[src/rtl/assoc_cache_pkg.sv]
package assoc_cache_pkg;

  typedef enum logic [1:0] {
    ST_IDLE   = 2'd0,
    ST_LOOKUP = 2'd1,
    ST_FETCH  = 2'd2
  } cache_state_t;

  // advance a round-robin index with wrap at n
  function automatic int wrap_inc(int p, int n);
    return (p + 1 >= n) ? 0 : p + 1;
  endfunction

  // lowest position holding a zero; returns 0 when none
  function automatic int lowest_zero(logic [255:0] vec, int n);
    int r;
    r = 0;
    for (int i = n - 1; i >= 0; i--) begin
      if (!vec[i]) r = i;
    end
    return r;
  endfunction

endpackage

[src/rtl/entry_store.sv]
module entry_store #(
  parameter int ENTRIES = 8,
  parameter int ADDR_W  = 15,
  parameter int DATA_W  = 12,
  localparam int IDX_W  = (ENTRIES > 1) ? $clog2(ENTRIES) : 1
) (
  input  logic              clk,
  input  logic              rst_n,
  input  logic              wr_en,
  input  logic [IDX_W-1:0]  wr_idx,
  input  logic [ADDR_W-1:0] wr_addr,
  input  logic [DATA_W-1:0] wr_data,
  output logic [ENTRIES-1:0] valid_vec,
  output logic [ADDR_W-1:0] tags  [ENTRIES],
  output logic [DATA_W-1:0] datas [ENTRIES]
);

  for (genvar g = 0; g < ENTRIES; g++) begin : g_entry
    logic sel;
    assign sel = wr_en && (wr_idx == IDX_W'(g));

    always_ff @(posedge clk or negedge rst_n) begin
      if (!rst_n) begin
        valid_vec[g] <= 1'b0;
        tags[g]      <= '0;
        datas[g]     <= '0;
      end else if (sel) begin
        valid_vec[g] <= 1'b1;
        tags[g]      <= wr_addr;
        datas[g]     <= wr_data;
      end
    end
  end

  // a valid bit only rises through a write to that entry
  p_valid_needs_write_r1: assert property (@(posedge clk) disable iff (!rst_n)
    (!$past(wr_en)) |-> (valid_vec == $past(valid_vec)));

endmodule

[src/rtl/cam_match.sv]
module cam_match #(
  parameter int ENTRIES = 8,
  parameter int ADDR_W  = 15,
  parameter int DATA_W  = 12
) (
  input  logic              clk,
  input  logic              rst_n,
  input  logic [ADDR_W-1:0] key,
  input  logic [ENTRIES-1:0] valid_vec,
  input  logic [ADDR_W-1:0] tags  [ENTRIES],
  input  logic [DATA_W-1:0] datas [ENTRIES],
  output logic [ENTRIES-1:0] hit_vec,
  output logic              any_hit,
  output logic [DATA_W-1:0] hit_data
);

  for (genvar g = 0; g < ENTRIES; g++) begin : g_cmp
    assign hit_vec[g] = valid_vec[g] && (tags[g] == key);
  end

  assign any_hit = |hit_vec;

  always_comb begin
    hit_data = '0;
    for (int i = 0; i < ENTRIES; i++) begin
      if (hit_vec[i]) hit_data = hit_data | datas[i];
    end
  end

  // a stored address is never present twice
  p_single_match_r8: assert property (@(posedge clk) disable iff (!rst_n)
    $onehot0(hit_vec));

endmodule

[src/rtl/victim_select.sv]
module victim_select
  import assoc_cache_pkg::*;
#(
  parameter int ENTRIES = 8,
  localparam int IDX_W  = (ENTRIES > 1) ? $clog2(ENTRIES) : 1
) (
  input  logic               clk,
  input  logic               rst_n,
  input  logic [ENTRIES-1:0] valid_vec,
  input  logic               fill_en,
  output logic [IDX_W-1:0]   victim_idx
);

  logic [IDX_W-1:0] rr_ptr;
  logic [IDX_W-1:0] free_idx;
  logic             all_valid;
  logic [255:0]     vec_wide;

  assign all_valid = &valid_vec;

  always_comb begin
    vec_wide = '1;
    vec_wide[ENTRIES-1:0] = valid_vec;
    free_idx = IDX_W'(lowest_zero(vec_wide, ENTRIES));
  end

  assign victim_idx = all_valid ? rr_ptr : free_idx;

  always_ff @(posedge clk or negedge rst_n) begin
    if (!rst_n) rr_ptr <= '0;
    else if (fill_en && all_valid)
      rr_ptr <= IDX_W'(wrap_inc(int'(rr_ptr), ENTRIES));
  end

  // while a free entry exists, the fill never overwrites a valid one
  p_fill_prefers_free_r6: assert property (@(posedge clk) disable iff (!rst_n)
    (fill_en && !all_valid) |-> !valid_vec[victim_idx]);

endmodule

[src/rtl/assoc_word_cache.sv]
module assoc_word_cache
  import assoc_cache_pkg::*;
#(
  parameter int ENTRIES = 8,
  parameter int ADDR_W  = 15,
  parameter int DATA_W  = 12,
  parameter int CNT_W   = 16
) (
  input  logic              clk,
  input  logic              rst_n,
  input  logic              req_valid,
  input  logic [ADDR_W-1:0] req_addr,
  output logic              req_ready,
  output logic              rsp_valid,
  output logic              rsp_hit,
  output logic [DATA_W-1:0] rsp_data,
  output logic              mem_req,
  output logic [ADDR_W-1:0] mem_addr,
  input  logic              mem_rsp_valid,
  input  logic [DATA_W-1:0] mem_rsp_data,
  output logic [CNT_W-1:0]  hit_count,
  output logic [CNT_W-1:0]  miss_count
);

  localparam int IDX_W = (ENTRIES > 1) ? $clog2(ENTRIES) : 1;

  cache_state_t      state;
  logic [ADDR_W-1:0] arg_addr;
  logic              accept;
  logic              hit_done;
  logic              fill_en;

  logic [ENTRIES-1:0] valid_vec;
  logic [ADDR_W-1:0]  tags  [ENTRIES];
  logic [DATA_W-1:0]  datas [ENTRIES];
  logic [ENTRIES-1:0] hit_vec;
  logic               any_hit;
  logic [DATA_W-1:0]  hit_data;
  logic [IDX_W-1:0]   victim_idx;

  assign req_ready = (state == ST_IDLE);
  assign accept    = req_valid && req_ready;
  assign hit_done  = (state == ST_LOOKUP) && any_hit;
  assign mem_req   = ((state == ST_LOOKUP) && !any_hit) || (state == ST_FETCH);
  assign mem_addr  = arg_addr;
  assign fill_en   = mem_req && mem_rsp_valid;

  assign rsp_valid = hit_done || fill_en;
  assign rsp_hit   = hit_done;
  assign rsp_data  = hit_done ? hit_data : mem_rsp_data;

  always_ff @(posedge clk or negedge rst_n) begin
    if (!rst_n) begin
      state    <= ST_IDLE;
      arg_addr <= '0;
    end else begin
      unique case (state)
        ST_IDLE: if (accept) begin
          arg_addr <= req_addr;
          state    <= ST_LOOKUP;
        end
        ST_LOOKUP: begin
          if (any_hit || mem_rsp_valid) state <= ST_IDLE;
          else                          state <= ST_FETCH;
        end
        ST_FETCH: if (mem_rsp_valid) state <= ST_IDLE;
        default: state <= ST_IDLE;
      endcase
    end
  end

  always_ff @(posedge clk or negedge rst_n) begin
    if (!rst_n) begin
      hit_count  <= '0;
      miss_count <= '0;
    end else begin
      if (hit_done) hit_count  <= hit_count + 1'b1;
      if (fill_en)  miss_count <= miss_count + 1'b1;
    end
  end

  entry_store #(.ENTRIES(ENTRIES), .ADDR_W(ADDR_W), .DATA_W(DATA_W)) u_store (
    .clk(clk), .rst_n(rst_n),
    .wr_en(fill_en), .wr_idx(victim_idx),
    .wr_addr(arg_addr), .wr_data(mem_rsp_data),
    .valid_vec(valid_vec), .tags(tags), .datas(datas)
  );

  cam_match #(.ENTRIES(ENTRIES), .ADDR_W(ADDR_W), .DATA_W(DATA_W)) u_cam (
    .clk(clk), .rst_n(rst_n),
    .key(arg_addr), .valid_vec(valid_vec), .tags(tags), .datas(datas),
    .hit_vec(hit_vec), .any_hit(any_hit), .hit_data(hit_data)
  );

  victim_select #(.ENTRIES(ENTRIES)) u_victim (
    .clk(clk), .rst_n(rst_n),
    .valid_vec(valid_vec), .fill_en(fill_en), .victim_idx(victim_idx)
  );

  // one response then back to accepting
  p_ready_after_rsp_r2: assert property (@(posedge clk) disable iff (!rst_n)
    rsp_valid |=> req_ready);

  // the memory read is held with a steady address until answered
  p_fetch_holds_r4: assert property (@(posedge clk) disable iff (!rst_n)
    (mem_req && !mem_rsp_valid) |=> (mem_req && $stable(mem_addr)));

  // the filled entry carries the requested address afterwards
  p_fill_installs_r5: assert property (@(posedge clk) disable iff (!rst_n)
    fill_en |=> (valid_vec[$past(victim_idx)] && tags[$past(victim_idx)] == $past(arg_addr)));

  // a hit never coexists with a memory read
  p_hit_no_mem_r3: assert property (@(posedge clk) disable iff (!rst_n)
    rsp_hit |-> !mem_req);

  // the two counters together step by at most one per cycle
  p_count_step_r7: assert property (@(posedge clk) disable iff (!rst_n)
    1'b1 |=> (CNT_W'(hit_count + miss_count - $past(hit_count) - $past(miss_count)) <= 1));

endmodule

[config.mk]
export PLATFORM = sky130hd
export DESIGN_NAME = assoc_word_cache
export DESIGN_NICKNAME = d
export VERILOG_FILES = /design/src/rtl/assoc_cache_pkg.sv /design/src/rtl/entry_store.sv /design/src/rtl/cam_match.sv /design/src/rtl/victim_select.sv /design/src/rtl/assoc_word_cache.sv
export SDC_FILE = /design/constraint.sdc
export NUM_CORES = 1
export LEC_CHECK = 0
export BUFFER_PORTS_ARGS = -buffer_cell sky130_fd_sc_hd__buf_2
export CORE_UTILIZATION = 40
export DETAILED_ROUTE_END_ITERATION = 8
export HOLD_SLACK_MARGIN = 0.06
export PLACE_DENSITY_LB_ADDON = 0.3
export SLEW_MARGIN = 20
export SYNTH_ARGS = -nofsm -noshare
export SYNTH_HDL_FRONTEND = slang
export SYNTH_HIERARCHICAL = 1
export SYNTH_SLANG_ARGS = --single-unit
[constraint.sdc]
create_clock -name clk -period 4.2 [get_ports clk]
set_input_delay 1.05 -clock clk [delete_from_list [all_inputs] [get_ports clk]]
set_output_delay 1.05 -clock clk [all_outputs]
set_load 0.1 [all_outputs]
## Yosys cells after proc, flatten, opt, wreduce, memory -nomap -nowiden

Cells that the tools add are included.

- Register bits after elaboration: 276
- Input port bits: 31
- Word-level logic and storage cells: 113

- Add/sub/neg operators: 3
- Order comparisons: 1
- Eq/ne operators: 19
- Mux-type cells: 23
- Bitwise logic cells: 7
- Reduce and logical (&&, ||, !) cells: 31

Operator list:

| operator | count |
|---|---|
| $eq A15 B15 Y1 | 8 |
| $mux W12 | 9 |
| $or A12 B12 Y12 | 7 |
| $add A16 B1 Y16 const B | 2 |
| $mux W3 | 10 |
| $logic_and A1 B1 Y1 | 21 |
| $eq A3 B3 Y1 const B | 4 |
| $reduce_and A8 Y1 | 1 |
| $reduce_or A8 Y1 | 1 |
| $eq A3 B2 Y1 const B | 2 |
| $mux W2 | 3 |
| $pmux W2 S3 | 1 |
| $add A3 B1 Y4 const B | 1 |
| $ge A4 B4 Y1 const B | 1 |
| $reduce_and A2 Y1 | 2 |
| $eq A3 B1 Y1 const B | 1 |
| $logic_not A3 Y1 | 1 |
| $logic_or A1 B1 Y1 | 3 |
| $eq A2 B1 Y1 const B | 1 |
| $eq A2 B2 Y1 const B | 1 |
| $logic_not A2 Y1 | 1 |
| $ne A2 B1 Y1 const B | 1 |
| $ne A2 B2 Y1 const B | 1 |
| $logic_not A1 Y1 | 1 |

## Logic depth before layout (Yosys ltp)

Gate-level depths: netlist (run 1).

- Depth after elaboration: 18
- Gate-level depth with buffers: 14
- Mapped depth without buffers: 11

## Hierarchy

Netlist (run 1), hierarchy kept.

By module, submodules not included:

| module | times used | cells each | area each (sq um) | seq. area each (sq um) |
|---|---|---|---|---|
| entry_store | 1 | 479 | 8,672.1 | 5,605.4 |
| cam_match | 1 | 246 | 2,220.9 | 0.0 |
| assoc_word_cache | 1 | 209 | 2,219.6 | 1,226.2 |
| victim_select | 1 | 30 | 230.2 | 75.1 |

## Least setup slack after synthesis (run 1)

Ideal clock, no wire load.

- Path type: reg-to-output
- Start point: reg arg_addr[10] (netlist: mem_addr[10])
- End point: out rsp_data[10]
- Arrival time: 4,568 ps
- Data required time: 3,150 ps
- Setup slack: -1,418 ps
- Cell stages (with the launch flop): 13
- Buffers on the path: 3
- Path through: dfrtp_1 buf_4 xnor2_1 nand4_1 nor4_4 buf_6 nor3_1 nand3b_1 nand3b_1 inv_2 buf_1 nand2_1 nand2_1

- Elaborated cells between the ends (all ways): 34
- Those cells by class: eq/ne (8); mux (9); bitwise (7); reduce/logical (10)

RTL lines:

| element | line | source |
|---|---|---|
| from (decl) | assoc_word_cache.sv:28 | `logic [ADDR_W-1:0] arg_addr;` |
| from (signal assigned) | assoc_word_cache.sv:59 | `arg_addr <= req_addr;` |
| $eq A15 B15 Y1 | cam_match.sv:18 | `assign hit_vec[g] = valid_vec[g] && (tags[g] == key);` |
| $logic_and A1 B1 Y1 | cam_match.sv:18 |  |
| via hit_vec[5] | assoc_word_cache.sv:36 | `logic [ENTRIES-1:0] hit_vec;` |
| $reduce_or A8 Y1 | cam_match.sv:21 | `assign any_hit = \|hit_vec;` |
| via any_hit | assoc_word_cache.sv:37 | `logic any_hit;` |
| $logic_and A1 B1 Y1 | assoc_word_cache.sv:43 | `assign hit_done = (state == ST_LOOKUP) && any_hit;` |
| via rsp_hit | assoc_word_cache.sv:15 | `output logic rsp_hit,` |
| $mux W12 | assoc_word_cache.sv:50 | `assign rsp_data = hit_done ? hit_data : mem_rsp_data;` |
| to (decl) | assoc_word_cache.sv:16 | `output logic [DATA_W-1:0] rsp_data,` |

The timed path passes the listed nets, and every way through them passes these cells.

## Worst setup path after layout (run 1)

- Start point: reg arg_addr[11] (netlist: mem_addr[11])
- End point: out rsp_valid

- Word-level cells in the longest chain between the ends: 8
- Elaborated cells between the ends (all ways): 23
- Those cells by class: eq/ne (8); reduce/logical (15)

Ends and longest elaborated chain:

| element | line | source |
|---|---|---|
| $eq A15 B15 Y1 * | cam_match.sv:18 |  |
| $logic_and A1 B1 Y1 * | cam_match.sv:18 |  |
| via hit_vec[3] | assoc_word_cache.sv:36 |  |
| $reduce_or A8 Y1 * | cam_match.sv:21 |  |
| via any_hit | assoc_word_cache.sv:37 |  |
| $logic_not A1 Y1 | assoc_word_cache.sv:44 | `assign mem_req = ((state == ST_LOOKUP) && !any_hit) \|\| (state == ST_FETCH);` |
| $logic_and A1 B1 Y1 | assoc_word_cache.sv:44 |  |
| $logic_or A1 B1 Y1 | assoc_word_cache.sv:44 |  |
| $logic_and A1 B1 Y1 | assoc_word_cache.sv:46 | `assign fill_en = mem_req && mem_rsp_valid;` |
| $logic_or A1 B1 Y1 * | assoc_word_cache.sv:48 | `assign rsp_valid = hit_done \|\| fill_en;` |
| to (decl) | assoc_word_cache.sv:14 | `output logic rsp_valid,` |

Mark *: on every way through the listed nets, which the timed path passes. The rest lies on a longest branch.

==> results, run 1 <==
- The run finished with clean final reports.
- The compound-cell area share of the yosys netlist came to 0.0392.
- The total area inside the core boundary comes to 32700 sq um.
- The total clock sinks is 276.
- The share of cell area taken by muxes after synthesis is 0.212.
- The final setup violation count is 0.
- The fraction of layout instances using a drive strength above 1 is 0.488.
- The via total after detailed routing is 8188.
- The netlist uses 51 different library cells.
- The number of synthesis warnings is 6.
- The most heavily used metal layer in global routing is met2.
- Timing would allow up to 238 MHz.
- The number of slew-limit violations in the final report is 0.
- Setup repair after global routing could not meet its margin everywhere.
- For the worst-skew pair, the clock arrives at the later sink with an insertion delay of 0.55 ns.
- The H-tree level count is 1.
- The type of element capturing the critical path is an output port.
- The power per cell area is 684 nW/um^2.
- The number of flops mapped to enable cells by yosys is 0.
- The sum of overflow across all layers after global routing is 0.
- The end point of the most critical hold path is miss_count[15].
- Leaving out fill and tap cells, the most frequent cell in the layout is sky130_fd_sc_hd__dfrtp_1.
- The post-route fraction of the period consumed by the critical path is 0.999.
- Data on the critical path arrives at its endpoint at 3.14 ns.
- The synthesized netlist occupies a cell area of 13300 sq um.
- For this run, asynchronously set or reset flops after synthesis account for 1.00.
- The initial antenna violation count is 1.
- The startpoint identified for the worst hold timing path is miss_count[15].
- The worst path in the final design needs a cycle of 4.19 ns, including I/O delays and setup.
- Of the total synthesized cell area, the portion taken by full adders, half adders and majority gates is 0.00281.
- After the last flow step, the layout net total stands at 1149.
- For this run, design rule violations remaining after detail routing come to 0.
- The number of instances on the worst hold path is 1.
- Buffers inserted to repair hold after CTS numbered 0.
- The largest net degree at the start of global routing is 101.
- After legalization and detailed placement, the total HPWL measured 20000 um.
- Across the run, the number of max-cap violations was 0.
- At the worst endpoint, the required time is 3.15 ns.
- The worst register-to-register path begins at mem_addr[11].
- The quantity of I/O buffers inserted on ports is 93.
- Measured in cells, the most critical reg-to-reg path has a length of 12.
- The net count after synthesis is 998.
- At the pin with the least slew margin, the transition time is 0.868 ns.
- For met1 alone, demand over resource in global routing was 0.265.
- The detail route stage leaves a number of antenna-violating nets equal to 0.
- The count of filler cells inserted in the layout is 2866.
- The area of the die is 34100 sq um.
- The worst hold-check slack is 0.460 ns.
- Clock tree synthesis selected as its root buffer the cell sky130_fd_sc_hd__clkbuf_16.
- The completed layout was analyzed and its total power is 0.0110 W.
- IR analysis of the VDD net gives a maximum drop of 506 uV.
- The area growth from synthesis to layout is 21.0%.
- In the global route stage, met2 resource usage came out at 0.307.
- Synthesis produced 964 cells.
- The clock tree skew after final layout is 0.0104 ns.
- The congestion estimate from routability-driven global placement came to 0.850.
- The buffer depth of the longest clock path is 3.
- The detailed-route wire length per cell is 21.0 um.
- Leaving out fill and tap cells, the most frequent cells in the layout are sky130_fd_sc_hd__dfrtp_1 (261), sky130_fd_sc_hd__mux2_2 (172), sky130_fd_sc_hd__xnor2_1 (112).
- The startpoint class of the critical path is a register.
- After clock tree synthesis, the clock-pin slew on the worst setup and hold paths is 0.06 ns.
- The flip-flop and latch count after synthesis is 276.
- The via count of the first global-routing pass is 8217.
- Summed over all cells, the static leakage comes to 7.29 nW.
- In this run the horizontal extent of the chip is 185 um.
- The CTS tree is done.
- In this run the register-to-register setup slack is 0.41 ns.
- Among all flip-flop cells after synthesis, the most frequent one is sky130_fd_sc_hd__dfrtp_1.
- The simple-gate share of the synthesized area is 0.0873.
- The global router's overall resource usage is 0.188.
- The type of the worst setup path is register to output port.
- The die span in y is 185 um.
- For this configuration, the core starts out at a cell density of 0.408.
- The worst hold-check path type is register to register.
- The number of design-rule violations left by the first detailed-router iteration is 498.
- The TritonCTS buffer count is 30.
- The number of placed I/O pins is 94.
- After floorplanning, the core was divided into 66 placement rows.
- The met3 usage is 0.0231.
- Of the total synthesized cell area, the portion taken by XOR and XNOR cells is 0.101.
- The worst pin sits at a relative slew slack of 0.419.
- The endpoint of the lowest-slack register-to-register path is u_store/datas[41].
- After detailed routing, the number of vias per cell comes to 5.18.
- The first detailed-routing pass took 5 iterations.
- The maximum fanout along the worst path is 5.
- The final-report hold violation count is 0.
- The share of the yosys chip area belonging to registers is 0.518.
- The routed design has 33200 um of wire.
- The main combinational cell family by area after synthesis is multiplexers.
- The synthesized area per cell is 13.8 sq um.
- The first global-routing pass estimated 49100 um of wire.
[through the flow]
| step | utilization | std cells | worst slack, ns | TNS, ns | cell area [sq um] |
|---|---|---|---|---|---|
| global route | 0.494 | 1581 | -0.160 | -1.22 | 16100 |
| global placement | 0.442 | 1476 | 0.473 | 0 | 14500 |
| CTS | 0.472 | 1531 | -0.00451 | -0.00451 | 15400 |
| finish | 0.494 | 1581 | 0.00508 | 0 | 16100 |
| detailed placement | 0.442 | 1476 | 0.462 | 0 | 14500 |
| floorplan | - | 964 | 0.0281 | 0 | 13400 |
[synthesized netlist by cell type (5+ instances only)]
library cell,count,area [sq um]
sky130_fd_sc_hd__a221oi_1,5,43.8
sky130_fd_sc_hd__inv_1,7,26.3
sky130_fd_sc_hd__xor2_1,8,70.1
sky130_fd_sc_hd__buf_12,5,100
sky130_fd_sc_hd__nand3_2,7,70.1
sky130_fd_sc_hd__nand4_1,41,257
sky130_fd_sc_hd__a22oi_1,24,180
sky130_fd_sc_hd__nor4_4,8,170
sky130_fd_sc_hd__nand2_1,57,214
sky130_fd_sc_hd__a22o_1,12,105
sky130_fd_sc_hd__nor3_1,5,25.0
sky130_fd_sc_hd__buf_2,6,30.0
sky130_fd_sc_hd__nand3_1,15,75.1
sky130_fd_sc_hd__a221oi_2,7,105
sky130_fd_sc_hd__nand2b_1,6,37.5
sky130_fd_sc_hd__xnor2_1,140,1230
sky130_fd_sc_hd__mux2_2,172,1940
sky130_fd_sc_hd__nor2_1,11,41.3
sky130_fd_sc_hd__buf_4,15,113
sky130_fd_sc_hd__and3_1,5,31.3
sky130_fd_sc_hd__mux2_4,57,856
sky130_fd_sc_hd__buf_6,21,236
sky130_fd_sc_hd__or2_2,7,43.8
sky130_fd_sc_hd__dfrtp_1,276,6910
[cell type report]
type,count,area [sq um],share of cell area
flip-flops and latches,276,6960,0.431
multi-input cells,628,6220,0.385
repair buffers,170,1380,0.0855
clock buffers,42,867,0.0537
well taps,442,553,0.0343
clock inverters,13,98.8,0.00612
inverters,8,42.5,0.00264
repair inverters,1,16.3,0.00101
diodes,1,2.50,0.000155
[timing repair]
item	in CTS	in global routing
gates cloned	0	1
pin swaps	0	33
setup endpoints to repair	14	13
endpoints found under the hold margin	0	0
setup buffers	0	48
resized for setup	3	60
[logic make-up (layout without fill, tap and decap cells)]
family,after synthesis,in the layout
simple gates,181,181
other cells,0,1
mux,232,232
buf+inv,60,234
flops,276,276
compound gates,61,61
xor+xnor,151,151
fa+ha+maj,3,3
[power breakdown]
part | internal (W) | switching (W) | leakage [nW] | total [W]
sequential | 0.00369 | 0.000873 | 3.51 | 0.00456
clock | 0.00150 | 0.00107 | 0.479 | 0.00257
combinational | 0.00200 | 0.00191 | 3.30 | 0.00391
total | 0.00719 | 0.00385 | 7.29 | 0.0110
[critical path, stage by stage (launching register included)]
cell and delay, ns:
sky130_fd_sc_hd__dfrtp_4 0.48, sky130_fd_sc_hd__buf_12 0.15, sky130_fd_sc_hd__xnor2_1 0.12, sky130_fd_sc_hd__nand4_1 0.22, sky130_fd_sc_hd__nor4_4 0.09, sky130_fd_sc_hd__nor4_1 0.31, sky130_fd_sc_hd__nand3b_1 0.27, sky130_fd_sc_hd__or3b_4 0.50
sky130_fd_sc_hd__a21oi_4 0.14, sky130_fd_sc_hd__or2_4 0.14, sky130_fd_sc_hd__buf_12 0.16
[metal layers]
metal	routed length, um	vias to the layer above	part of all wire
met5	0	-	0
met4	686	0	0.021
met3	1400	44	0.042
met2	15600	190	0.47
met1	15500	4209	0.47
li1	-	3745	-
[how the worst max path moves through the flow]
| stage | start | to | cells past startpoint |
|---|---|---|---|
| after floorplan | mem_addr[10] | rsp_data[10] | 12 |
| after global placement | mem_addr[11] | u_store/datas[41] | 11 |
| after detailed placement | mem_addr[11] | u_store/datas[41] | 11 |
| after CTS | mem_addr[11] | rsp_valid | 9 |
| after global routing | mem_addr[11] | rsp_valid | 10 |
| final | mem_addr[11] | rsp_valid | 10 |
[state kept, by name, summed over array words and instances, names as in the netlist]
name,flops
state,2
u_store/valid_vec,8
hit_count,16
u_store/tags,120
miss_count,16
u_store/datas,96
u_victim/rr_ptr,3
mem_addr,15
Note: power is estimated with default switching activity, not from simulation.
==> inputs of run 2 (changes only) <==
--- a/config.mk
+++ b/config.mk
@@ -10,6 +10,7 @@
 export DETAILED_ROUTE_END_ITERATION = 8
 export HOLD_SLACK_MARGIN = 0.06
 export PLACE_DENSITY_LB_ADDON = 0.3
+export SETUP_SLACK_MARGIN = 0.4
 export SLEW_MARGIN = 20
 export SYNTH_ARGS = -nofsm -noshare
 export SYNTH_HDL_FRONTEND = slang
==> run 2 against run 1 <==
  * Die area stayed put
  * First-iteration DRC count is 8.0% lower
  * Sequential cell count stayed put
  * Power is 5.2% higher
  * Final area is 4.9% higher
  * Combinational power is 6.6% higher
  * Clock skew is 0.0016 ns higher
  * Sequential share of layout area is 2.0 points lower
  * Final cell count is 1.5% higher
  * Non-clock buffer count is 23 higher
  * Via count is 1.0% higher
  * Critical path type unchanged
  * Largest power group unchanged
  * Highest routed layer is now met5
==> results, run 2 (synthesized netlist as in run 1, its figures left out) <==
- TritonCTS built the clock tree.
- The number of placed I/O pins is 94.
- The min-delay analysis places its worst path in the category input port to async pin.
- The count of filler cells inserted in the layout is 2810.
- The worst path in the final design needs a cycle of 4.13 ns, including I/O delays and setup.
- The power per cell area is 686 nW/um^2.
- The logic depth of the worst register-to-register path is 12.
- The beginning of the worst register-to-register path is mem_addr[13].
- Data on the critical path is required at its endpoint by 3.15 ns.
- The die is 185 um wide.
- At the pin with the least slew margin, the transition time is 0.820 ns.
- The worst setup path is launched from a register.
- The sequential cells in the finished layout cover a total of 6960 sq um.
- Of the cells placed in the final design, the portion with a size suffix greater than 1 is 0.520.
- Entering global routing, the biggest net connects 96 pins.
- The critical path goes through buf_12 -> xnor2_2 -> nand4_1 -> nor4_4 -> nor4_2 -> nand3b_1 -> nand3b_1 -> inv_4 -> buf_12 -> nand2_8 -> nand2_8 -> buf_12.
- The total power draw is 0.0116 W.
- The leading cell type in the layout, fill and taps excluded is sky130_fd_sc_hd__dfrtp_1.
- The detailed router finished its first iteration with 458 violations.
- The TritonCTS buffer count is 31.
- Once layout is complete, the utilization of the core stands at 0.518.
- The number of maximum-capacitance constraint violations is 0.
- The clock edge transition at the registers on the reported setup and hold paths is 0.06 ns.
- In the layout the commonest cells are sky130_fd_sc_hd__dfrtp_1 (261), sky130_fd_sc_hd__mux2_2 (172), sky130_fd_sc_hd__xnor2_1 (94).
- Routability-driven placement finished with a final weighted congestion of 0.857.
- The maximum fanout along the worst path is 7.
- In this run the number of H-tree levels came out at 1.
- The number of iterations in the first detailed-routing pass is 4.
- The sequential fraction of design power is 0.394.
- The final-report hold violation count is 0.
- The cell with the biggest individual delay on the critical path is sky130_fd_sc_hd__dfrtp_4.
- Static timing analysis puts the maximum clock frequency at 242 MHz.
- The clock tree skew after final layout is 0.0120 ns.
- The cell area after placement is 14800 sq um.
- Of the available clock period, the critical path in the final layout requires 0.984.
- The share of total power dissipated in combinational logic is 0.359.
- 0 antenna diodes ended up in the layout.
- The first global-routing pass estimated 50600 um of wire.
- The headroom to the max-slew limit is 0.451.
- The multi-input gate area in the final layout is 6660 sq um.
- The mean number of vias per cell is 5.15.
- The DRC violations left is 0.
- The total number of placement rows is 66.
- The number of flip-flops in the largest register is 120.
- The area of the die is 34100 sq um.
- The source-to-sink clock delay at the later pin of the worst-skew pair is 0.56 ns.
- The delay of the slowest critical-path stage is 0.53 ns.
- At the worst endpoint, the arrival time is 3.08 ns.
- The buffer depth of the longest clock path is 3.
- The largest registers in the layout are u_store/tags x120, u_store/datas x96.
- In this run the static leakage power is 7.64 nW.
- Compared with the post-synthesis result, the final layout area differs by 26.9%.
- Once layout is done, the placed cells without fillers occupy 16900 sq um.
- The clock tree root driver cell is sky130_fd_sc_hd__clkbuf_16.
- u_store/tags holds more flip-flops than any other register.
- The internal power component is 0.00767 W.
- Global routing finished with a remaining overflow of 0.
- The minimum setup slack among reg-to-reg paths is 0.69 ns.
- The number of slew-limit violations in the final report is 0.
- The worst register-to-register path ends at u_store/tags[59].
- The peak ir drop on the vdd network is 587 uV.
- The relative contribution of the clock network to total power is 0.247.
- Setup repair after global routing could not meet its margin everywhere.
- The critical path contains buffers and inverters numbering 4 combined.
- The detailed placer's ending HPWL is 19800 um.
- The via count of the first global-routing pass is 8491.
- The via total after detailed routing is 8272.
- The net count reported at finish is 1172.
- The starting utilization of the core area is 0.408.
- The most numerous cell type found on the critical path is sky130_fd_sc_hd__buf_12.
- Summed over all layers, the routed wires come to 32100 um.
- The die span in y is 185 um.
- The flow ran to the end, and the final reports show no timing, DRC or antenna violations.
- The cell family with the largest share of critical-path delay is simple AND/OR/NAND/NOR gates.
- The initial antenna violation count is 1.
- In the global route stage, overall resource usage came out at 0.194.
- Setup violations remaining at the end of the flow were counted as 0.
- The quantity of I/O buffers inserted on ports is 93.
- The core region is 32700 sq um.
- The type of element capturing the critical path is an output port.
- The net switching fraction of the power is 0.340.
- The detailed-route wire length per cell is 20.0 um.
- For this design the total switching power over the nets is 0.00395 W.
- The type of the worst setup path is register to output port.
- In this run the remaining antenna-violating nets after routing total 0.
- The total clock sinks is 276.
==> run 2: cell count changes in the layout (fill, tap and decap cells not counted), sizes merged <==
cell and change:
buf +31, clkbuf -8, bufinv +4, clkinv -4
inv +3, clkinvlp -1, diode -1
==> run 2: area by class of cell <==
class,instances,area share
multi-input cells,628,0.393
clock inverters,16,0.0127
well taps,442,0.0327
clock buffers,42,0.0518
inverters,8,0.00192
flip-flops and latches,276,0.411
repair buffers,193,0.0966
==> run 2: power by group through the flow <==
stage	registers [W]	logic [W]	clock network [W]
floorplan	0.00477	0.00261	0
global placement	0.00461	0.00350	0
detailed placement	0.00465	0.00354	0
CTS	0.00460	0.00389	0.00293
global route	0.00472	0.00442	0.00303
finish	0.00458	0.00417	0.00287
==> run 2: layer usage <==
metal  vias up  wire length, um  share of wire  global-route usage
met1      4254            14600           0.46               0.274
met5         -                8        0.00025                   0
met4         2              858          0.027              0.0539
li1       3777                -              -                   -
met3        62             1630          0.051              0.0255
met2       177            15000           0.47               0.313
==> run 2: worst max-delay path by stage <==
stage / from / end / slack (ns) / cells after the start
final: mem_addr[1] / rsp_data[9] / 0.07 / 12
after detailed placement: mem_addr[2] / rsp_data[6] / 0.39 / 11
after floorplan: mem_addr[13] / rsp_data[10] / 0.27 / 12
after global placement: mem_addr[2] / rsp_data[6] / 0.41 / 11
after global routing: mem_addr[1] / rsp_data[6] / -0.09 / 12
after CTS: mem_addr[2] / rsp_valid / 0.1 / 10
==> run 2: per-stage QoR <==
stage | cells | setup slack (ns) | setup TNS [ns] | hold slack [ns]
finish | 1605 | 0.0675 | 0 | 0.465
global route | 1605 | -0.0864 | -0.816 | 0.498
CTS | 1576 | 0.0963 | 0 | 0.473
detailed placement | 1476 | 0.395 | 0 | 0.465
global placement | 1476 | 0.412 | 0 | 0.455
floorplan | 964 | 0.273 | 0 | 0.479
==> run 2: timing repair <==
action | CTS | global route
pin swaps | 9 | 41
resized for setup | 34 | 27
endpoints found under the setup margin | 15 | 15
hold endpoints to repair | 0 | 0
hold buffers | 0 | 0
buffers inserted | 42 | 29
